[config.mk]
export PLATFORM = sky130hd
export DESIGN_NAME = alarm_irq_ctrl
export DESIGN_NICKNAME = d
export VERILOG_FILES = /design/src/rtl/alarm_irq_pkg.sv /design/src/rtl/alarm_chan.sv /design/src/rtl/alarm_bus_if.sv /design/src/rtl/alarm_irq_ctrl.sv
export SDC_FILE = /design/constraint.sdc
export NUM_CORES = 1
export LEC_CHECK = 0
export ABC_CLOCK_PERIOD_IN_PS = 5600
export BUFFER_PORTS_ARGS = -buffer_cell sky130_fd_sc_hd__clkbuf_2
export CAP_MARGIN = 20
export CORE_MARGIN = 3
export CORE_UTILIZATION = 57
export CTS_CLUSTER_SIZE = 16
export DETAILED_ROUTE_END_ITERATION = 10
export PLACE_DENSITY = 0.78
export SLEW_MARGIN = 30
export SYNTH_ARGS = -nofsm -noshare
export SYNTH_HDL_FRONTEND = slang
export SYNTH_SLANG_ARGS = --single-unit
[constraint.sdc]
create_clock -name clk -period 5.6 [get_ports clk]
set_input_delay 0.84 -clock clk [delete_from_list [all_inputs] [get_ports clk]]
set_output_delay 0.84 -clock clk [all_outputs]
set_load 0.01 [all_outputs]
[src/rtl/alarm_irq_pkg.sv]
package alarm_irq_pkg;
  localparam int ST_W  = 8;
  localparam int OFF_W = 5;
  // bits that interrupt on both edges: tx clock lost, unframed ones, carrier lost
  localparam logic [ST_W-1:0] ALARM_BITS = 8'b0011_1000;
  localparam logic [OFF_W-1:0] STATUS_OFF = 5'h06;
  localparam logic [OFF_W-1:0] MASK_OFF   = 5'h07;
  localparam logic [OFF_W-1:0] SUM_LO     = 5'h16;
  localparam logic [OFF_W-1:0] SUM_HI     = 5'h1F;
endpackage

[src/rtl/alarm_chan.sv]
module alarm_chan
  import alarm_irq_pkg::*;
#(
  parameter int W = ST_W,
  parameter logic [W-1:0] BOTH_EDGE = ALARM_BITS
) (
  input  logic         clk,
  input  logic         rst_n,
  input  logic [W-1:0] det_i,
  input  logic         rd_st_i,
  input  logic         wr_mask_i,
  input  logic [W-1:0] wdata_i,
  output logic [W-1:0] status_o,
  output logic [W-1:0] mask_o,
  output logic         irq_o
);
  logic [W-1:0] cur_q, prev_q, pend_q, mask_q;
  logic [W-1:0] pend_d, mask_d, set_v;

  always_comb begin
    set_v  = ((cur_q ^ prev_q) & BOTH_EDGE) | ((cur_q & ~prev_q) & ~BOTH_EDGE);
    pend_d = (rd_st_i ? '0 : pend_q) | set_v;
    mask_d = wr_mask_i ? wdata_i : mask_q;
  end

  always_ff @(posedge clk or negedge rst_n) begin
    if (!rst_n) begin
      cur_q  <= '0;
      prev_q <= '0;
      pend_q <= '0;
      mask_q <= '1;
    end else begin
      cur_q  <= det_i;
      prev_q <= cur_q;
      pend_q <= pend_d;
      mask_q <= mask_d;
    end
  end

  assign status_o = cur_q;
  assign mask_o   = mask_q;
  assign irq_o    = |(pend_q & ~mask_q);

  for (genvar i = 0; i < W; i++) begin : g_chk
    if (BOTH_EDGE[i]) begin : g_alarm
      p_alarm_edge_r2: assert property (@(posedge clk) disable iff (!rst_n)
        (cur_q[i] != prev_q[i]) |=> pend_q[i]);
      p_alarm_ack_r3: assert property (@(posedge clk) disable iff (!rst_n)
        (rd_st_i && cur_q[i] == prev_q[i]) |=> !pend_q[i]);
    end else begin : g_event
      p_event_rise_r4: assert property (@(posedge clk) disable iff (!rst_n)
        (cur_q[i] && !prev_q[i]) |=> pend_q[i]);
      p_event_fall_r4: assert property (@(posedge clk) disable iff (!rst_n)
        (!pend_q[i] && !cur_q[i]) |=> !pend_q[i]);
    end
  end

  p_mask_hold_r5: assert property (@(posedge clk) disable iff (!rst_n)
    !wr_mask_i |=> $stable(mask_q));
endmodule

[src/rtl/alarm_bus_if.sv]
module alarm_bus_if
  import alarm_irq_pkg::*;
#(
  parameter int NUM_CH = 4,
  parameter int W      = ST_W,
  localparam int CH_W  = $clog2(NUM_CH)
) (
  input  logic                clk,
  input  logic                rst_n,
  input  logic                bus_sel,
  input  logic                bus_wr,
  input  logic [CH_W-1:0]     bus_ch,
  input  logic [OFF_W-1:0]    bus_off,
  input  logic [NUM_CH*W-1:0] status_all,
  input  logic [NUM_CH*W-1:0] mask_all,
  input  logic [NUM_CH-1:0]   chan_irq,
  output logic [NUM_CH-1:0]   rd_st,
  output logic [NUM_CH-1:0]   wr_mask,
  output logic [W-1:0]        rdata_q
);
  logic          is_st, is_mask, is_sum, rd_en;
  logic [W-1:0]  rdata_d, summary;

  always_comb begin
    is_st   = (bus_off == STATUS_OFF);
    is_mask = (bus_off == MASK_OFF);
    is_sum  = (bus_off >= SUM_LO) && (bus_off <= SUM_HI);
    rd_en   = bus_sel && !bus_wr;
    summary = W'(chan_irq);
    if (is_st)        rdata_d = status_all[bus_ch*W +: W];
    else if (is_mask) rdata_d = mask_all[bus_ch*W +: W];
    else if (is_sum)  rdata_d = summary;
    else              rdata_d = '0;
  end

  for (genvar c = 0; c < NUM_CH; c++) begin : g_strb
    assign rd_st[c]   = rd_en && is_st && (bus_ch == CH_W'(c));
    assign wr_mask[c] = bus_sel && bus_wr && is_mask && (bus_ch == CH_W'(c));
  end

  always_ff @(posedge clk or negedge rst_n) begin
    if (!rst_n)     rdata_q <= '0;
    else if (rd_en) rdata_q <= rdata_d;
  end

  p_one_strobe_r8: assert property (@(posedge clk) disable iff (!rst_n)
    $onehot0({rd_st, wr_mask}));
endmodule

[src/rtl/alarm_irq_ctrl.sv]
module alarm_irq_ctrl
  import alarm_irq_pkg::*;
#(
  parameter int NUM_CH = 4,
  localparam int CH_W  = $clog2(NUM_CH)
) (
  input  logic                   clk,
  input  logic                   rst_n,
  input  logic [NUM_CH*ST_W-1:0] det_i,
  input  logic                   bus_sel,
  input  logic                   bus_wr,
  input  logic [CH_W-1:0]        bus_ch,
  input  logic [OFF_W-1:0]       bus_off,
  input  logic [ST_W-1:0]        bus_wdata,
  output logic [ST_W-1:0]        bus_rdata,
  output logic                   irq_n
);
  logic [1:0]              rst_sync_q;
  logic                    rst_n_s;
  logic [NUM_CH*ST_W-1:0]  status_all, mask_all;
  logic [NUM_CH-1:0]       chan_irq, rd_st, wr_mask;

  always_ff @(posedge clk or negedge rst_n) begin
    if (!rst_n) rst_sync_q <= 2'b00;
    else        rst_sync_q <= {rst_sync_q[0], 1'b1};
  end
  assign rst_n_s = rst_sync_q[1];

  for (genvar c = 0; c < NUM_CH; c++) begin : g_ch
    alarm_chan #(.W(ST_W), .BOTH_EDGE(ALARM_BITS)) i_chan (
      .clk       (clk),
      .rst_n     (rst_n_s),
      .det_i     (det_i[c*ST_W +: ST_W]),
      .rd_st_i   (rd_st[c]),
      .wr_mask_i (wr_mask[c]),
      .wdata_i   (bus_wdata),
      .status_o  (status_all[c*ST_W +: ST_W]),
      .mask_o    (mask_all[c*ST_W +: ST_W]),
      .irq_o     (chan_irq[c])
    );
  end

  alarm_bus_if #(.NUM_CH(NUM_CH), .W(ST_W)) i_bus (
    .clk        (clk),
    .rst_n      (rst_n_s),
    .bus_sel    (bus_sel),
    .bus_wr     (bus_wr),
    .bus_ch     (bus_ch),
    .bus_off    (bus_off),
    .status_all (status_all),
    .mask_all   (mask_all),
    .chan_irq   (chan_irq),
    .rd_st      (rd_st),
    .wr_mask    (wr_mask),
    .rdata_q    (bus_rdata)
  );

  assign irq_n = ~|chan_irq;

  p_ro_write_r9: assert property (@(posedge clk) disable iff (!rst_n_s)
    (bus_sel && bus_wr && bus_off != MASK_OFF) |=> $stable(mask_all));
endmodule

==> impl_metrics.yaml, run 1 <==
outcome:
  status: "finished, final reports clean"
logic_synthesis:
  yosys.area_share.adder_pct: 0
  synth.net_count: 416
  syn_area_sq_mm: 0.005263
  avgSynthCellArea_sq_um: 14.42
  synth_cells: 365
  yosysMostFrequentCell: "dfrtp_1"
  synthTopCellsByArea: "dfrtp_1 50%, dfstp_2 16%, mux2_2 6.8%, mux4_2 6.8%, inv_1 3.7%"
  synth_edf_count: 0
  synth_top_area_share_pct: 50.40
  yosysWarnings: 0
  synthXorXnorAreaFrac_pct: 1.997
  yosysSeqAreaShare_pct: 66.38
  synth_cell_types: 30
  ys_ff_latch: 138
  ys_top_cells_by_count: "106 x dfrtp_1, 52 x inv_1, 32 x dfstp_2, 32 x mux2_2, 20 x a22o_1"
  synth_top_family_by_area: "multiplexers"
  synthArstFlopShare_pct: 100.0
  ys.flop_type: "dfrtp_1"
  synth_compound_area_share_pct: 8.464
  synthSimpleGateAreaFrac_pct: 4.898
  synthMuxAreaShare_pct: 13.69
  yosys.area.top_type: "dfrtp_1"
routing:
  drtIter0Drc: 144
  routed_wl_mm: 11.31
  vias_per_cell: 5.812
  first_pass_iters: 4
  drc: 0
  num_vias: 3243
  wire_per_inst_um: 20.27
  ant_nets: 0
setup_path:
  cp-startpoint: "g_ch[2].i_chan.mask_o[0]$_DFFE_PN1P_"
  timing_worst_setup_path_type: "reg -> out"
  r2r_start: "g_ch[2].i_chan.mask_o[0]$_DFFE_PN1P_"
  worstSetupStartpointType: "flip-flop"
  arrival_ns: 2.34
  crit_path_end: "irq_n"
  r2r_slack_ns: 3.79
  r2r_end: "i_bus.rdata_q[2]$_DFFE_PN0P_"
  crit_fanout: 3
  cp-end-kind: "output pin"
  reg2reg_depth: 4
  worstPathRequired_ns: 4.76
sta:
  setup_tns_ns: 0
  fin_crit_sh_pct: 56.73
  fmax_ghz: 0.3148
  finalSetupViolations: 0
  grt_setup_unrepaired: "false"
  slew_viol_final: 0
  worst_slew_pin_slew_ns: 0.7490
  fin_worst_skew_ns: 0.009223
  hold_violations: 0
  min_period_ns: 3.177
  slew_headroom_pct: 50.06
grt:
  grt_max_degree: 76
  grt_pass1_wl_mm: 18.42
  antenna_found_initial: 0
  grt_overflow: 0
  grt_usage_pct: 24.02
  grt_pass1_vias: 3507
final_layout:
  final_area_sq_mm: 0.006307
  final_core_util_pct: 71.28
  area_delta_synth_final_pct: 19.85
  fin_nets: 488
  drive_above_1_share_pct: 39.56
  n_antenna_cell: 0
cts:
  cts_hold_buf: 0
  clockBufferDepth: 2
  root_buffer: "clkbuf_8"
  post-cts-setup-buffers: 0
  cts_sinks: 138
  ctsHtreeMaxLevel: 4
  clk_pin_slew_ns: 0.06
  cts_tree: "built"
  clk_latency_ns: 0.52
  cts_resized: 0
  cts_buffers: 17
floorplanning:
  core_sq_mm: 0.008848
  initial_utilization_pct: 59.47
  die_x_um: 102.1
  io_pins: 60
  rows: 34
  dieHeight_um: 102.1
  design.die.area_sq_mm: 0.01042
power:
  p_leak_uw: 0.003068
  report.power.total_uw: 2336
  powerDensity_mw_per_mm2: 370.4
  max-vdd-ir-drop_uv: 196.4
job:
  maxCapViolCount: 0
placed_design:
  placed_area_sq_mm: 0.005663
  hpwl_mm: 7.420
  gp_congestion: 0.8208
  port_buffers: 59
hold_path:
  hold_class: "in -> async"
==> state kept, by name, indices dropped and copies added, names as in the netlist <==
register              flops
i_bus.rdata_q             8
g_ch.i_chan.status_o     32
g_ch.i_chan.prev_q       32
rst_sync_q                2
g_ch.i_chan.mask_o       32
g_ch.i_chan.pend_q       32
==> how the worst min path moves through the flow <==
stage,slack [ns],cells past startpoint,startpoint,endpoint
floorplan,0.33,0,rst_sync_q[0]$_DFF_PN0_,rst_sync_q[1]$_DFF_PN0_
global placement,0.34,0,rst_sync_q[0]$_DFF_PN0_,rst_sync_q[1]$_DFF_PN0_
detailed placement,0.34,0,rst_sync_q[0]$_DFF_PN0_,rst_sync_q[1]$_DFF_PN0_
CTS,0.06,1,rst_n,rst_sync_q[1]$_DFF_PN0_
global route,0.06,1,rst_n,rst_sync_q[1]$_DFF_PN0_
finish,0.09,1,rst_n,rst_sync_q[1]$_DFF_PN0_
==> logic make-up (layout without fill, tap and decap cells) <==
kind of cell,after synthesis,in the layout
AND/OR/NAND/NOR,45,45
AO/OA/AOI/OAI,61,61
buffers and inverters,60,145
other,1,1
multiplexers,48,48
flip-flops,138,138
XOR/XNOR,12,12
==> critical path: stages, from the launching register on <==
cell and delay, ns:
dfstp_2 0.54, o22ai_1 0.13, or4_1 0.59, nor4_1 0.36
clkbuf_2 0.20
==> per-stage QoR <==
| stage | cells | worst slack (ns) | hold WS (ns) |
|---|---|---|---|
| floorplan | 365 | 1.526 | 0.3312 |
| detailed placement | 525 | 2.994 | 0.3410 |
| CTS | 557 | 2.435 | 0.06484 |
| global route | 558 | 2.357 | 0.05917 |
| global placement | 525 | 3.032 | 0.3384 |
| finish | 558 | 2.423 | 0.08886 |
==> final cells by class <==
type / instances / area (sq um)
Clock buffer: 17 / 414.1
Timing Repair Buffer: 61 / 330.3
Sequential cell: 138 / 3497
Fill cell: 599 / 2541
Multi-Input combinational cell: 167 / 1533
Inverter: 52 / 195.2
Tap cell: 108 / 135.1
Clock inverter: 15 / 202.7
==> metal layers <==
layer	routed length (um)	vias up	part of all wire, %	GRT usage [%]
met4	214	0	1.9	7.669
met1	4758	1664	42	32.15
met3	718	21	6.3	7.099
met2	5620	141	50	38.38
li1	-	1417	-	-
met5	0	-	0	0
==> layout by cell type, fill, tap and decap left out, drive strengths merged <==
cell | Yosys | final
nor2b | 8 | 8
nor4 | 1 | 1
dfstp | 32 | 32
o21ai | 4 | 4
dfrtp | 106 | 106
o22ai | 16 | 16
nand2 | 11 | 11
mux4 | 16 | 16
mux2 | 32 | 32
conb | 1 | 1
and2 | 1 | 1
a221oi | 4 | 4
and3 | 1 | 1
bufinv | 0 | 3
nand3 | 2 | 2
a22o | 20 | 20
buf | 6 | 2
a21o | 12 | 12
or4 | 4 | 4
a21oi | 5 | 5
and4bb | 1 | 1
xor2 | 12 | 12
inv | 52 | 59
nor2 | 6 | 6
nor3 | 8 | 8
clkinv | 0 | 5
clkbuf | 2 | 76
nand2b | 2 | 2
==> where the power goes <==
group	leakage, uW	internal (uW)	switching [uW]
sequential	0.00148	1050	31.3
combinational	0.00128	54.0	57.8
clock	0.000304	696	449
(Power assumes the default switching activity.)
==> run 2, diff against run 1 <==
--- a/config.mk
+++ b/config.mk
@@ -5,14 +5,15 @@
 export SDC_FILE = /design/constraint.sdc
 export NUM_CORES = 1
 export LEC_CHECK = 0
-export ABC_CLOCK_PERIOD_IN_PS = 5600
+export ABC_AREA = 1
+export ABC_CLOCK_PERIOD_IN_PS = 3250
 export BUFFER_PORTS_ARGS = -buffer_cell sky130_fd_sc_hd__clkbuf_2
 export CAP_MARGIN = 20
 export CORE_MARGIN = 3
-export CORE_UTILIZATION = 57
+export CORE_UTILIZATION = 58
 export CTS_CLUSTER_SIZE = 16
 export DETAILED_ROUTE_END_ITERATION = 10
-export PLACE_DENSITY = 0.78
+export PLACE_DENSITY = 0.79
 export SLEW_MARGIN = 30
 export SYNTH_ARGS = -nofsm -noshare
 export SYNTH_HDL_FRONTEND = slang
==> constraint.sdc (replaced) <==
create_clock -name clk -period 3.25 [get_ports clk]
set_input_delay 0.4875 -clock clk [delete_from_list [all_inputs] [get_ports clk]]
set_output_delay 0.4875 -clock clk [all_outputs]
set_load 0.01 [all_outputs]
==> run 2 against run 1 <==
Against the previous run: design area grew 6.0%; sequential power is 72% higher; non-clock buffer count is 2 higher; power is 73% higher; setup slack worse by 1.6 ns; wire length up 10%; utilization about the same; sequential cell count stayed put; area after synthesis grew 8.1%; clock skew decreased by 0.0014 ns; critical path type unchanged; critical endpoint unchanged; largest cell class unchanged.
==> impl_metrics.yaml, run 2 <==
logic_synthesis:
  ys.flop_type: "dfrtp_1"
  yosysSeqAreaShare_pct: 61.43
  ys_ff_latch: 138
  synth_edf_count: 0
  synthTopCellsByArea: "dfrtp_1 47%, dfstp_2 15%, nand2_1 13%, o21ai_2 5.2%, inv_1 4.4%"
  yosysWarnings: 0
  synth_cells: 582
  avgSynthCellArea_sq_um: 9.771
  syn_area_sq_mm: 0.005687
  yosysMostFrequentCell: "nand2_1"
  synth_cell_types: 26
  yosys.area.top_type: "dfrtp_1"
  ys_top_cells_by_count: "196 x nand2_1, 106 x dfrtp_1, 67 x inv_1"
  synth_top_area_share_pct: 46.64
  synth.net_count: 633
  synthArstFlopShare_pct: 100.0
routing:
  routed_wl_mm: 12.48
  drc: 0
  drtIter0Drc: 222
  num_vias: 4149
  first_pass_iters: 5
  wire_per_inst_um: 15.78
  ant_nets: 0
  vias_per_cell: 5.245
floorplanning:
  initial_utilization_pct: 60.68
  design.die.area_sq_mm: 0.01103
  core_sq_mm: 0.009371
  io_pins: 60
  die_x_um: 105.0
  dieHeight_um: 105.0
  rows: 35
cts:
  ctsHtreeMaxLevel: 4
  clockBufferDepth: 2
  cts_hold_buf: 1
  cts_resized: 0
  clk_latency_ns: 0.53
  post-cts-setup-buffers: 0
  cts_sinks: 138
  cts_buffers: 17
  root_buffer: "clkbuf_8"
  cts_tree: "built"
  clk_pin_slew_ns: 0.06
sta:
  finalSetupViolations: 0
  slew_headroom_pct: 54.14
  setup_tns_ns: 0
  grt_setup_unrepaired: "false"
  worst_slew_pin_slew_ns: 0.6826
  fin_crit_sh_pct: 74.57
  fin_worst_skew_ns: 0.007803
  hold_violations: 0
  fmax_ghz: 0.4126
  slew_viol_final: 0
  min_period_ns: 2.423
final_layout:
  final_common_cell: "nand2_1"
  n_antenna_cell: 0
  fin_nets: 700
  drive_above_1_share_pct: 26.59
  area_delta_synth_final_pct: 17.54
  final_cell_mix: "196 x nand2_1, 105 x dfrtp_1, 67 x inv_1, 59 x clkbuf_2, 34 x o21ai_2"
  final_area_sq_mm: 0.006684
  nFillCells: 711
hold_path:
  whs_path_depth: 1
  hold_class: "in -> reg"
placed_design:
  port_buffers: 59
  gp_congestion: 0.8626
  placed_area_sq_mm: 0.006050
  hpwl_mm: 8.821
setup_path:
  worstSetupStartpointType: "flip-flop"
  cp-end-kind: "output pin"
  timing_worst_setup_path_type: "reg -> out"
  reg2reg_depth: 9
  worstPathRequired_ns: 2.76
  crit_fanout: 3
  arrival_ns: 1.94
grt:
  grt_usage_pct: 24.51
  grt_max_degree: 73
  grt_overflow: 0
  grt_pass1_wl_mm: 20.77
  grt_pass1_vias: 4261
  antenna_found_initial: 0
power:
  powerDensity_mw_per_mm2: 603.7
  max-vdd-ir-drop_uv: 485.3
  p_leak_uw: 0.003146
  report.power.total_uw: 4035
outcome:
  status: "finished, final reports clean"
job:
  maxCapViolCount: 0
==> run 2: final timing paths <==
| path | slack [ns] | end | start |
|---|---|---|---|
| max in group asynchronous | 2.01 | g_ch[2].i_chan.mask_o[1]$_DFFE_PN1P_ | rst_sync_q[1]$_DFF_PN0_ |
| min in group asynchronous | 0.28 | g_ch[1].i_chan.pend_q[4]$_DFF_PN0_ | rst_sync_q[1]$_DFF_PN0_ |
| worst min register to register | 0.28 | g_ch[1].i_chan.pend_q[4]$_DFF_PN0_ | rst_sync_q[1]$_DFF_PN0_ |
| worst min-delay path | 0.06 | g_ch[1].i_chan.status_o[7]$_DFF_PN0_ | det_i[15] |
| worst max register to register | 1.93 | i_bus.rdata_q[2]$_DFFE_PN0P_ | g_ch[2].i_chan.mask_o[7]$_DFFE_PN1P_ |
| worst max-delay path | 0.83 | irq_n | g_ch[2].i_chan.mask_o[7]$_DFFE_PN1P_ |
==> run 2: per-layer routing <==
metal,up-vias,wire length (um),global-route usage [%]
li1,1971,-,-
met1,2049,4983,30.43
met2,108,6566,40.70
met3,21,699,7.288
met4,0,234,9.091
met5,-,0,0
==> run 2: kinds of logic after synthesis <==
logic type,after synthesis,share of synthesized area [%]
DFF,138,61.43
xor gates and xnor gates,12,1.848
and+or+nand+nor,240,18.00
buffers and inverters,86,6.887
AOI/OAI and AO/OA,105,11.77
other,1,0.06594
==> run 2: area by class of cell <==
type / count / area, sq um / area share (%)
clock buffers: 23 / 466.7 / 6.982
flip-flops and latches: 138 / 3497 / 52.32
clock inverters: 9 / 137.6 / 2.059
repair buffers: 63 / 352.8 / 5.279
well taps: 129 / 161.4 / 2.415
inverters: 71 / 266.5 / 3.987
multi-input cells: 358 / 1802 / 26.96
==> run 2: critical path: stages, from the launching register on <==
cell and delay [ns]:
dfstp_2 0.55, inv_1 0.05, nand2_1 0.07, nand2_1 0.06, nor2_1 0.11, nand2_1 0.12, nor3_1 0.28, clkbuf_2 0.19
==> run 2: report_power, final <==
part           switching, uW  internal (uW)  total, uW
Clock                    703           1240       1940
Sequential              56.0           1810       1860
Combinational            149           85.2        234
==> run 2: metrics by stage <==
step                      hold WS [ns]  utilization, %  instances  setup WS (ns)
after global routing           0.03317           71.32        791         0.7080
after floorplan                 0.1919               -        582         0.9868
after CTS                      0.04566           71.11        790         0.8217
after global placement          0.2735           64.55        757          1.328
after detailed placement        0.2748           64.55        757          1.248
final                          0.06450           71.32        791         0.8266
